## config.mk

```make
export PLATFORM = sky130hd
export DESIGN_NAME = dpmem_arb_top
export DESIGN_NICKNAME = d
export VERILOG_FILES = /design/src/rtl/dpmem_pkg.sv /design/src/rtl/dpmem_collide.sv /design/src/rtl/dpmem_wgate.sv /design/src/rtl/dpmem_arb_top.sv
export SDC_FILE = /design/constraint.sdc
export NUM_CORES = 1
export LEC_CHECK = 0
export CAP_MARGIN = 20
export CORE_MARGIN = 2
export CORE_UTILIZATION = 60
export CTS_CLUSTER_SIZE = 16
export DETAILED_ROUTE_END_ITERATION = 8
export DONT_BUFFER_PORTS = 1
export PLACE_DENSITY_LB_ADDON = 0.08
export SYNTH_ARGS = -nofsm -noshare
export SYNTH_HDL_FRONTEND = slang
export SYNTH_SLANG_ARGS = --single-unit
```

## constraint.sdc

```tcl
create_clock -name clk -period 3.53 [get_ports clk]
set_clock_uncertainty 0.05 [all_clocks]
set_input_delay 0.1765 -clock clk [delete_from_list [all_inputs] [get_ports clk]]
set_output_delay 0.1765 -clock clk [all_outputs]
set_load 0.01 [all_outputs]
```

## src/rtl/dpmem_pkg.sv

```systemverilog
package dpmem_pkg;

  typedef enum logic {
    SIDE_L = 1'b0,
    SIDE_R = 1'b1
  } side_e;

  // Arrival rule: an older request beats a new one; equal age goes left.
  function automatic side_e pick_winner(input logic old_l, input logic old_r);
    return (old_r && !old_l) ? SIDE_R : SIDE_L;
  endfunction

  // Guard countdown: reload while busy, then count down to zero.
  function automatic int unsigned guard_next(input logic busy, input int unsigned cnt,
                                             input int unsigned reload);
    if (busy) return reload;
    if (cnt != 0) return cnt - 1;
    return 0;
  endfunction

endpackage

```

## src/rtl/dpmem_collide.sv

```systemverilog
module dpmem_collide
  import dpmem_pkg::*;
#(
  parameter int AW = 4
) (
  input  logic          clk,
  input  logic          rst_n,
  input  logic          master,
  input  logic          l_en,
  input  logic [AW-1:0] l_addr,
  input  logic          r_en,
  input  logic [AW-1:0] r_addr,
  output logic          match,
  output logic          busy_l,
  output logic          busy_r
);

  logic          prev_l_en, prev_r_en;
  logic [AW-1:0] prev_l_addr, prev_r_addr;
  logic          lock_valid;
  side_e         lock_side;
  logic          old_l, old_r;
  side_e         fresh_side, win_side;

  assign match  = l_en && r_en && (l_addr == r_addr);
  assign old_l  = l_en && prev_l_en && (l_addr == prev_l_addr);
  assign old_r  = r_en && prev_r_en && (r_addr == prev_r_addr);
  assign fresh_side = pick_winner(old_l, old_r);
  assign win_side   = lock_valid ? lock_side : fresh_side;

  assign busy_l = master && match && (win_side == SIDE_R);
  assign busy_r = master && match && (win_side == SIDE_L);

  always_ff @(posedge clk) begin
    if (!rst_n) begin
      prev_l_en   <= 1'b0;
      prev_r_en   <= 1'b0;
      prev_l_addr <= '0;
      prev_r_addr <= '0;
      lock_valid  <= 1'b0;
      lock_side   <= SIDE_L;
    end else begin
      prev_l_en   <= l_en;
      prev_r_en   <= r_en;
      prev_l_addr <= l_addr;
      prev_r_addr <= r_addr;
      lock_valid  <= master && match;
      lock_side   <= win_side;
    end
  end

  AST_BUSY_WITHOUT_MATCH: assert property (@(posedge clk) disable iff (!rst_n)
    (busy_l || busy_r) |-> (l_en && r_en && (l_addr == r_addr)));

  AST_OLD_BEATS_NEW: assert property (@(posedge clk) disable iff (!rst_n)
    (master && match && !lock_valid && old_l && !old_r) |-> (busy_r && !busy_l));

  AST_WINNER_HELD: assert property (@(posedge clk) disable iff (!rst_n)
    (master && match && $past(master && match && busy_l)) |-> busy_l);

  AST_RELEASE_ON_MISS: assert property (@(posedge clk) disable iff (!rst_n)
    !match |-> (!busy_l && !busy_r));

endmodule

```

## src/rtl/dpmem_wgate.sv

```systemverilog
module dpmem_wgate
  import dpmem_pkg::*;
#(
  parameter int HOLD_CYC = 2
) (
  input  logic clk,
  input  logic rst_n,
  input  logic busy,
  input  logic wr_req,
  output logic wr_ok
);

  localparam int CW = (HOLD_CYC < 1) ? 1 : $clog2(HOLD_CYC + 1);

  logic [CW-1:0] guard_cnt;
  logic          guarded;

  assign guarded = busy || (guard_cnt != '0);
  assign wr_ok   = wr_req && !guarded;

  always_ff @(posedge clk) begin
    if (!rst_n) guard_cnt <= '0;
    else        guard_cnt <= CW'(guard_next(busy, int'(guard_cnt), HOLD_CYC));
  end

  AST_NO_WRITE_UNDER_BUSY: assert property (@(posedge clk) disable iff (!rst_n)
    busy |-> !wr_ok);

  AST_GUARD_AFTER_RELEASE: assert property (@(posedge clk) disable iff (!rst_n)
    $past(busy) |-> !wr_ok);

endmodule

```

## src/rtl/dpmem_arb_top.sv

```systemverilog
module dpmem_arb_top
  import dpmem_pkg::*;
#(
  parameter int AW       = 4,
  parameter int DW       = 8,
  parameter int HOLD_CYC = 2
) (
  input  logic          clk,
  input  logic          rst_n,
  input  logic          is_master,
  input  logic          l_en,
  input  logic          l_we,
  input  logic [AW-1:0] l_addr,
  input  logic [DW-1:0] l_wdata,
  output logic [DW-1:0] l_rdata,
  input  logic          l_busy_in,
  output logic          l_busy_out,
  input  logic          r_en,
  input  logic          r_we,
  input  logic [AW-1:0] r_addr,
  input  logic [DW-1:0] r_wdata,
  output logic [DW-1:0] r_rdata,
  input  logic          r_busy_in,
  output logic          r_busy_out
);

  localparam int DEPTH = 1 << AW;

  logic          match;
  logic          arb_busy_l, arb_busy_r;
  logic [1:0]    busy_eff, wr_req, wr_ok;
  logic [DW-1:0] mem [DEPTH];

  dpmem_collide #(.AW(AW)) u_collide (
    .clk    (clk),
    .rst_n  (rst_n),
    .master (is_master),
    .l_en   (l_en),
    .l_addr (l_addr),
    .r_en   (r_en),
    .r_addr (r_addr),
    .match  (match),
    .busy_l (arb_busy_l),
    .busy_r (arb_busy_r)
  );

  assign l_busy_out  = arb_busy_l;
  assign r_busy_out  = arb_busy_r;
  assign busy_eff[0] = is_master ? arb_busy_l : l_busy_in;
  assign busy_eff[1] = is_master ? arb_busy_r : r_busy_in;
  assign wr_req[0]   = l_en && l_we;
  assign wr_req[1]   = r_en && r_we;

  for (genvar p = 0; p < 2; p++) begin : g_gate
    dpmem_wgate #(.HOLD_CYC(HOLD_CYC)) u_gate (
      .clk    (clk),
      .rst_n  (rst_n),
      .busy   (busy_eff[p]),
      .wr_req (wr_req[p]),
      .wr_ok  (wr_ok[p])
    );
  end

  // Right write first so that, in slave mode with no busy, left wins a same-word write.
  always_ff @(posedge clk) begin
    if (wr_ok[1]) mem[r_addr] <= r_wdata;
    if (wr_ok[0]) mem[l_addr] <= l_wdata;
  end

  always_ff @(posedge clk) begin
    if (!rst_n) begin
      l_rdata <= '0;
      r_rdata <= '0;
    end else begin
      if (l_en && !l_we) l_rdata <= mem[l_addr];
      if (r_en && !r_we) r_rdata <= mem[r_addr];
    end
  end

  AST_ONE_LOSER: assert property (@(posedge clk) disable iff (!rst_n)
    (is_master && match) |-> (l_busy_out != r_busy_out));

  AST_SLAVE_QUIET: assert property (@(posedge clk) disable iff (!rst_n)
    !is_master |-> (!l_busy_out && !r_busy_out));

  AST_NO_DOUBLE_WRITE: assert property (@(posedge clk) disable iff (!rst_n)
    (is_master && match) |-> !(wr_ok[0] && wr_ok[1]));

endmodule

```

Word-level counts from Yosys, hierarchy flattened --
Memories as Yosys holds them, arrays and structs flattened. A register that Yosys moved wholly into a read port is not among the register bits. Cells that the tools add are included.
Cells by class: add/subtract/negate cells 2, multiply operators 0, div/mod/pow operators 0, order comparisons 0, equality and inequality tests 3, shifts and indexed selects 0, multiplexer cells 26, bitwise logic cells 1, reductions and logical operators 27
Operators by type and width (number):
- 2-to-1 mux 1 bit | 18
- logical AND 1 bit | 16
- 2-to-1 mux 2 bit | 8
- == test 4 bit | 3
- logical NOT 1 bit | 7
- nonzero test 2 bit | 2
- subtractor 2 x 1 -> 2 bit, second input constant | 2
- logical OR 1 bit | 2
- inverter 1 bit | 1
Storage, ports and cells: register bits 16, latch bits 0, memory bits (writable) 128, memory bits (read-only) 0, bits of input ports 33, output and inout port bits 18, memories kept 1
Memory list:
- mem | words 16, width 8, read ports 2, clocked after Yosys merged registers in 2, write ports 2, line dpmem_arb_top.sv:32 | logic [DW-1:0] mem [DEPTH];

Logic depth before layout (Yosys ltp) --
Gate-level depths: netlist of run 1.
depth after elaboration 15, mapped depth 9, depth with buffers taken out 6

Cells and area by module --
A second synthesis of run 1 with hierarchy kept.
Unflattened totals: cell total of the unflattened synthesis 681, area, all modules 9140.0 µm²
Modules (own cells, without submodules):
- dpmem_arb_top | instances 1, cells an instance 616, area each 8488.1 µm², seq. area each 4164.0 µm²
- dpmem_collide | instances 1, cells an instance 51, area each 501.7 µm², seq. area each 240.2 µm²
- dpmem_wgate | instances 2, cells an instance 7, area each 75.1 µm², seq. area each 40.0 µm²

Worst setup path after synthesis of run 1 --
OpenSTA, ideal clock, no wires.
path kind register to register, start point reg u_collide.prev_r_addr[3], end point mem mem[13][0] (enable), setup time 0.398 ns, arrival time 2.221 ns, path slack 0.861 ns, stages on the path, launching flop included 7, path buffers 1, path through dfxtp_1 -> xor2_2 -> nor3_2 -> o211ai_2 -> and3_1 -> buf_2 -> o41ai_1
RTL lines:
- start, declared | line dpmem_collide.sv:19 | logic [AW-1:0] prev_l_addr, prev_r_addr;
- start signal, assigned | line dpmem_collide.sv:46 | prev_r_addr <= r_addr;
- end, declared | line dpmem_arb_top.sv:32

==> results_dict.tcl, run 1 <==
set metrics [dict create \
    firstDrtPassIters 7 \
    final_nets 640 \
    routedWlPerCell_um 31.6 \
    cts_setup_buffers 0 \
    setup_tns_ps 0 \
    worst_path_largest_cell_delay_ps 560 \
    path_delay_family "simple AND/OR/NAND/NOR gates" \
    ys_ff_latch 160 \
    design_area_um2 10200 \
    post_dp_cell_area_um2 9150 \
    grt_pass1_vias 6012 \
    ys_seq_area_frac 0.495 \
    routed_via_density 7.23 \
    cp_max_fo 23 \
    core_um2 14600 \
    grt_usage 0.333 \
    cp-start-kind "register" \
    critPathKind "reg2reg" \
    synth_fp_nets 627 \
    htree_levels 4 \
    antenna_found_initial 1 \
    period_needed_ps 3010 \
    synthesis.instances 594 \
    io_buffers 0 \
    dominantRegCellSynth "edfxtp_1" \
    peakVddDrop_mv 0.407 \
    ctsHoldBuffers 40 \
    synth_edf_count 128 \
    drive_gt1_frac 0.421 \
    drt_iter0_markers 549 \
    clk_pin_slew_worst_paths_ps 60 \
    via_count 5820 \
    clock-sinks 160 \
    clk_latency_ps 440 \
    die_height_um 127 \
    power.density_nw_per_um2 444 \
    cts_buffers 17 \
    crit_path_end_kind "register" \
    ff2ff_setup_slack_ps 520 \
    max_freq_ghz 0.332 \
    fillers 1032 \
    start_util 0.619 \
    drtAntennaViolNets 0 \
    postSynthAreaPerCell_um2 15.3 \
    p_leak_nw 3.51 \
    maxCapViolCount 0 \
    multiInputGateArea_um2 4300 \
    cp.required_ps 3660 \
    regArea_um2 4480 \
    boundaryPins 51 \
    place_hpwl_um 15600 \
    yosys_warnings 0 \
    rsz0062_at_grt "no" \
    grt_pass1_wl_um 38100 \
    maxSlewHeadroom 0.338 \
    min_path_type "in2reg" \
    postRouteWirelength_um 25400 \
    cts_resized 0 \
    slowest_stage "dlygate4sd3_1" \
    grt.overflow.total 0 \
    die_x_um 127 \
    async_flop_share 0 \
    finalMaxSlewViolations 0 \
    status "finished, final reports clean" \
    row_count 44 \
    cts_buffer_depth 2 \
    setup_viol 0 \
    cts_tree "yes" \
    synthesis.area_um2 9060 \
    hold_violations 0 \
    cp_cell_sequence "xnor2_1 > nand3_1 > o211ai_2 > a21bo_4 > and4_1 > mux2_2 > dlygate4sd3_1" \
    period_share 0.852 \
    drc_errors 0 \
    tightest_slew_ps 989 \
    die-area_um2 16100 \
    grt_max_degree 42 \
    path_buf_inv 1 \
    synthToLayoutAreaGrowth_pct 12.3 \
    cts_root_buf "clkbuf_16" \
    place.gp.congestion 0.860 \
    worstPathArrival_ps 3140 \
    yosysUniqueCellTypes 49 \
]
## worst paths after layout
kind,to,cells after the start,from
max reg2reg,mem[15][7],7,u_collide.prev_l_addr[1]
max,mem[15][7],7,u_collide.prev_l_addr[1]
min,g_gate[0].u_gate.guard_cnt[0],2,is_master
min reg2reg,g_gate[0].u_gate.guard_cnt[0],2,g_gate[0].u_gate.guard_cnt[1]
## cell families after synthesis
logic type | share of synthesized area
XOR/XNOR | 0.0124
AO/OA/AOI/OAI | 0.0613
buffers and inverters | 0.0349
multiplexers | 0.325
flip-flops | 0.495
AND/OR/NAND/NOR | 0.0714
## cell usage after synthesis, drive strengths merged (6+ instances only)
cell    instances  share of area
edfxtp        128           0.42
mux2          128           0.17
mux4           64           0.16
clkbuf         34          0.014
dfxtp          32          0.071
buf            29          0.020
nand2          24         0.0099
nand4          17          0.023
a221oi         16          0.015
a22o           16          0.015
o22ai          16          0.011
and2           14         0.0097
nor2b          11         0.0076
xnor2           7         0.0068
nor2            6         0.0028
## through the flow
| step | power, W | hold WS (ps) | cells | utilization | worst slack (ps) |
|---|---|---|---|---|---|
| floorplan | 0.00246 | 248 | 594 | - | 861 |
| global placement | 0.00246 | 252 | 732 | 0.625 | 866 |
| detailed placement | 0.00247 | 254 | 732 | 0.625 | 857 |
| CTS | 0.00452 | 4.98 | 804 | 0.695 | 541 |
| global route | 0.00462 | 35.2 | 804 | 0.695 | 420 |
| finish | 0.00451 | 15.5 | 805 | 0.695 | 522 |
## cell type report
type / instances / share of cell area
Multi-Input combinational cell: 370 / 0.423
Clock buffer: 19 / 0.0425
Inverter: 1 / 0.000369
Clock inverter: 13 / 0.0189
Timing Repair Buffer: 57 / 0.0519
Tap cell: 184 / 0.0226
Antenna cell: 1 / 0.000246
Sequential cell: 160 / 0.441
## per-layer routing
metal,share of wire,track usage,vias up
li1,-,-,2440
met4,0.035,0.136,0
met2,0.50,0.549,295
met3,0.075,0.0658,45
met5,0,0,-
met1,0.39,0.436,3040
## state kept, by name, summed over array words and instances (netlist names), 4 cells and up
register,flops
l_rdata,8
r_rdata,8
mem,128
u_collide.prev_r_addr,4
g_gate.u_gate.guard_cnt,4
u_collide.prev_l_addr,4
## placed cells by master (no fill, tap or decap), drive strengths merged, types with 3 or more instances in the layout
master       Yosys  final
a221oi          16     16
a22o            16     16
and2            14     14
and4             4      4
buf             29     17
bufinv           0      5
clkbuf          34     19
clkinv           0      5
clkinvlp         0      3
dfxtp           32     32
dlygate4sd3      0     40
edfxtp         128    128
mux2           128    128
mux4            64     64
nand2           24     24
nand2b           4      4
nand3            5      5
nand4           17     17
nor2             6      6
nor2b           11     11
nor3             3      3
o21ai            5      5
o22ai           16     16
o41ai            5      5
xnor2            7      7
xor2             5      5
## where the power goes
| part | leakage (nW) | total, W | internal (W) | switching (W) |
|---|---|---|---|---|
| Clock | 0.293 | 0.00198 | 0.00124 | 0.000736 |
| Sequential | 1.42 | 0.00209 | 0.00207 | 0.0000209 |
| Combinational | 1.80 | 0.000443 | 0.000226 | 0.000218 |
(Power assumes the default switching activity.)
==> run 2, diff against run 1 <==
- CORE_ASPECT_RATIO: not set -> 1.1
==> run 2 against run 1 <==
Clock power about the same. Sequential share of layout area about the same. Global-route usage decreased by 0.41 points. Utilization decreased by 1.4 points.
==> results_dict.tcl, run 2 (same netlist as run 1, synthesis figures left out) <==
set metrics [dict create \
    status "finished, final reports clean" \
    setup_tns_ps 0 \
    start_util 0.606 \
    die_x_um 121 \
    worstPathArrival_ps 3040 \
    regArea_um2 4480 \
    tightest_slew_ps 942 \
    routed_via_density 7.25 \
    cts_buffer_depth 2 \
    routedWlPerCell_um 31.2 \
    mostFrequentLayoutCells "edfxtp_1, mux2_2, mux4_2, dlygate4sd3_1, dfxtp_1" \
    min_path_type "in2reg" \
    layout_commonest_cell "edfxtp_1" \
    antenna_found_initial 0 \
    boundaryPins 51 \
    clock-sinks 160 \
    cp_cell_sequence "xnor2_1 > nand3_1 > o211ai_2 > a21bo_4 > nand4_2 > mux2_2 > dlygate4sd3_1" \
    cts_resized 0 \
    period_needed_ps 2910 \
    worst_path_largest_cell_delay_ps 550 \
    critPathKind "reg2reg" \
    cts_buffers 17 \
    drtAntennaViolNets 0 \
    drive_gt1_frac 0.426 \
    firstDrtPassIters 5 \
    cts_tree "yes" \
    multiInputGateArea_um2 4290 \
    cp-start-kind "register" \
    core_um2 14900 \
    die_height_um 133 \
    die-area_um2 16100 \
    row_count 47 \
    diodes 0 \
    drc_errors 0 \
    grt_pass1_wl_um 37400 \
    power_frac_seq 0.467 \
    cp_max_fo 23 \
    fillers 1029 \
    regMostFlops "mem" \
    finalMaxSlewViolations 0 \
    total_power_w 0.00448 \
    io_buffers 0 \
    swShare 0.225 \
    switching_power_w 0.00101 \
    grt.overflow.total 0 \
    ctsHoldBuffers 40 \
    clk_latency_ps 430 \
    reg_top3 "mem x128, l_rdata x8, r_rdata x8" \
    path_buf_inv 1 \
    setup_viol 0 \
    p_comb_frac 0.099 \
    clk_pin_slew_worst_paths_ps 60 \
    max_freq_ghz 0.344 \
    place.gp.congestion 0.897 \
    synthToLayoutAreaGrowth_pct 12.3 \
    peakVddDrop_mv 0.336 \
    maxSlewHeadroom 0.370 \
    drt_iter0_markers 858 \
    slowest_stage "dlygate4sd3_1" \
    internal-power_w 0.00348 \
    place_hpwl_um 16000 \
    grt_max_degree 42 \
    hold_violations 0 \
    grt_pass1_vias 5935 \
    largest_reg_flops 128 \
    period_share 0.825 \
    cts_root_buf "clkbuf_16" \
    cp.required_ps 3660 \
    clockPowerShare 0.434 \
    maxCapViolCount 0 \
    rsz0062_at_grt "no" \
    crit_path_end_kind "register" \
    power.density_nw_per_um2 441 \
    grt_usage 0.329 \
    path_delay_family "compound AO/OA/AOI/OAI gates" \
    postRouteWirelength_um 25400 \
    p_leak_nw 3.50 \
    cts_setup_buffers 0 \
    final_nets 639 \
    via_count 5909 \
    htree_levels 4 \
]
## run 2: path summary, 6_finish.rpt
path              cells after the start                             to                           from  slack [ps]
setup / recovery                      7                     mem[14][4]       u_collide.prev_l_addr[3]         620
hold / removal                        4            u_collide.lock_side                           r_en          20
setup reg to reg                      7                     mem[14][4]       u_collide.prev_l_addr[3]         620
hold reg to reg                       2  g_gate[0].u_gate.guard_cnt[0]  g_gate[0].u_gate.guard_cnt[1]         410
## run 2: area by class of cell
cell class / instances / area share
Sequential cell: 160 / 0.441
Inverter: 1 / 0.000369
Clock buffer: 18 / 0.0422
Timing Repair Buffer: 56 / 0.0512
Multi-Input combinational cell: 370 / 0.422
Clock inverter: 14 / 0.0188
Tap cell: 196 / 0.0241
## run 2: layer usage
layer  track usage  vias to the layer above  part of all wire
li1              -                     2439                 -
met1         0.463                     3020              0.38
met2         0.500                      393              0.47
met3        0.0625                       57              0.10
met4         0.151                        0             0.045
met5             0                        -                 0
## run 2: stage by stage
stage	area (um^2)	setup slack, ps	instances	hold slack, ps	utilization
after floorplan	9060	861	594	248	-
after global placement	9150	734	743	251	0.612
after detailed placement	9150	728	743	253	0.612
after CTS	10200	668	815	13.6	0.681
after global routing	10200	486	815	38.4	0.681
final	10200	619	815	16.1	0.681
## run 2: worst min-delay path: cells and delay by family
family | cells | cell delay, ps
AOI/OAI and AO/OA | 2 | 170
and+or+nand+nor | 2 | 100
## run 2: power by group through the flow
stage          clock [W]  combinational (W)  sequential (W)
6_report         0.00195           0.000444         0.00209
5_1_grt          0.00202           0.000466         0.00209
4_1_cts          0.00195           0.000437         0.00209
3_5_place_dp           0           0.000342         0.00213
3_3_place_gp           0           0.000335         0.00213
2_1_floorplan          0           0.000330         0.00213
==> run 3, diff against run 2 <==
- CORE_UTILIZATION: 60 -> 58
- clock period: 3.53 -> 2.3 ns (I/O delays scaled with it)
==> run 3 against run 2 <==
Wire length decreased by 2.2%. Cell area up 3.2%. Sequential power is 54% higher. Sequential share of layout area down 1.3 points. Non-clock buffer count rose by 21. Via count decreased by 1.7%. Sequential cell count is the same. Count of clock-buffer cells in the layout increased by 4. Hold slack got worse by 7.2 ps. Critical path depth unchanged. Register-to-register slack worse by 610 ps. Cell count increased by 2.7%. Critical path type unchanged. Largest cell class unchanged.
==> results_dict.tcl, run 3 (same netlist as run 1, synthesis figures left out) <==
set metrics [dict create \
    status "finished, final reports clean" \
    cts_root_buf "clkbuf_16" \
    grt_max_degree 42 \
    final_cell_count_no_fill 837 \
    mostFrequentLayoutCells "edfxtp_1, mux2_2, mux4_2, dlygate4sd3_1, dfxtp_1" \
    crit_path_end_kind "register" \
    antenna_found_initial 1 \
    min_path_type "in2reg" \
    layout_commonest_cell "edfxtp_1" \
    firstDrtPassIters 5 \
    htree_levels 4 \
    routedWlPerCell_um 29.7 \
    cts_buffers 17 \
    place.gp.congestion 0.860 \
    drc_errors 0 \
    cp.required_ps 2430 \
    clock-sinks 160 \
    core_um2 15200 \
    final_nets 660 \
    regMostFlops "mem" \
    drt_iter0_markers 541 \
    place_hpwl_um 16300 \
    grt_pass1_wl_um 36800 \
    reg_top3 "mem x128, l_rdata x8, r_rdata x8" \
    cts_tree "yes" \
    cts_buffer_depth 2 \
    fillers 1065 \
    cp-start-kind "register" \
    cp_max_fo 15 \
    max_freq_ghz 0.436 \
    regArea_um2 4490 \
    maxCapViolCount 0 \
    setup_viol 0 \
    grt_pass1_vias 5887 \
    clk_latency_ps 430 \
    p_leak_nw 3.59 \
    grt.overflow.total 0 \
    tightest_slew_ps 916 \
    multiInputGateArea_um2 4420 \
    slowest_stage "mux2_2" \
    drive_gt1_frac 0.472 \
    post_dp_cell_area_um2 9440 \
    met3_usage 0.0845 \
    use_met1 0.395 \
    grt_usage 0.316 \
    start_util 0.597 \
    design_area_um2 10500 \
    die_x_um 123 \
    via_count 5808 \
    drtAntennaViolNets 0 \
    critPathKind "reg2reg" \
    boundaryPins 51 \
    cp_cell_sequence "xnor2_1 > nand3_1 > o211ai_2 > a21bo_4 > and4_2 > buf_4 > mux2_2" \
    io_buffers 0 \
    maxSlewHeadroom 0.388 \
    utilization 0.691 \
    hold_violations 0 \
    met2_usage 0.523 \
    routed_via_density 6.94 \
    postRouteWirelength_um 24800 \
    clk_pin_slew_worst_paths_ps 60 \
    rsz0062_at_grt "yes" \
    top_usage_layer "met2" \
    dpl.cell_count 765 \
    finalMaxSlewViolations 0 \
    worst_path_largest_cell_delay_ps 340 \
    period_needed_ps 2290 \
    power.density_nw_per_um2 623 \
    period_share 0.996 \
    row_count 47 \
    die-area_um2 16600 \
    peakVddDrop_mv 0.544 \
    worstPathArrival_ps 2420 \
    die_height_um 135 \
    largest_reg_flops 128 \
    synthToLayoutAreaGrowth_pct 15.8 \
]
## run 3: repair_timing
item | in CTS | in global routing
cloned | 0 | 0
pin swaps | 1 | 9
endpoints found under the setup margin | 93 | 168
gates resized for setup | 8 | 13
hold buffers | 37 | 0
setup buffers | 2 | 0
hold endpoints to repair | 160 | 0
## run 3: layout make-up
class,count,area share
flip-flops and latches,160,0.428
repair buffers,77,0.0754
inverters,1,0.000358
multi-input cells,370,0.421
clock inverters,10,0.00572
diodes,1,0.000239
well taps,196,0.0234
clock buffers,22,0.0463
## run 3: critical path, delay by kind of cell, from the launching register on
family          cells  cell delay [ps]
simple gates        2              460
flops               1              300
xor+xnor            1              150
buf+inv             1              180
mux                 1              340
compound gates      2              550
## run 3: layer usage
| layer | up-vias | part of all wire |
|---|---|---|
| met5 | - | 0 |
| met4 | 0 | 0.030 |
| met3 | 57 | 0.077 |
| met2 | 265 | 0.51 |
| met1 | 2998 | 0.39 |
| li1 | 2488 | - |
## run 3: stage by stage
| step | power [W] | worst slack [ps] | setup TNS (ps) | hold WS (ps) |
|---|---|---|---|---|
| after floorplan | 0.00377 | -168 | -6160 | 187 |
| after global placement | 0.00379 | -51.5 | -1620 | 188 |
| after detailed placement | 0.00381 | -84.3 | -2800 | 191 |
| after CTS | 0.00653 | 6.99 | 0 | 1.62 |
| after global routing | 0.00671 | -80.9 | -4080 | 16.7 |
| final | 0.00653 | 9.02 | 0 | 8.93 |
## run 3: final timing paths
check / start / end / slack [ps] / cells after the start
hold reg to reg: g_gate[0].u_gate.guard_cnt[1] / g_gate[0].u_gate.guard_cnt[0] / 440 / 2
hold / removal: l_en / l_rdata[0] / 9 / 2
setup / recovery: u_collide.prev_l_addr[3] / mem[7][2] / 9 / 7
setup reg to reg: u_collide.prev_l_addr[3] / mem[7][2] / 9 / 7
## run 3: where the power goes
part / total, W / leakage (nW) / switching (W) / internal [W]
logic: 0.000694 / 1.90 / 0.000336 / 0.000358
clock network: 0.00263 / 0.274 / 0.00114 / 0.00149
registers: 0.00321 / 1.42 / 0.0000334 / 0.00318
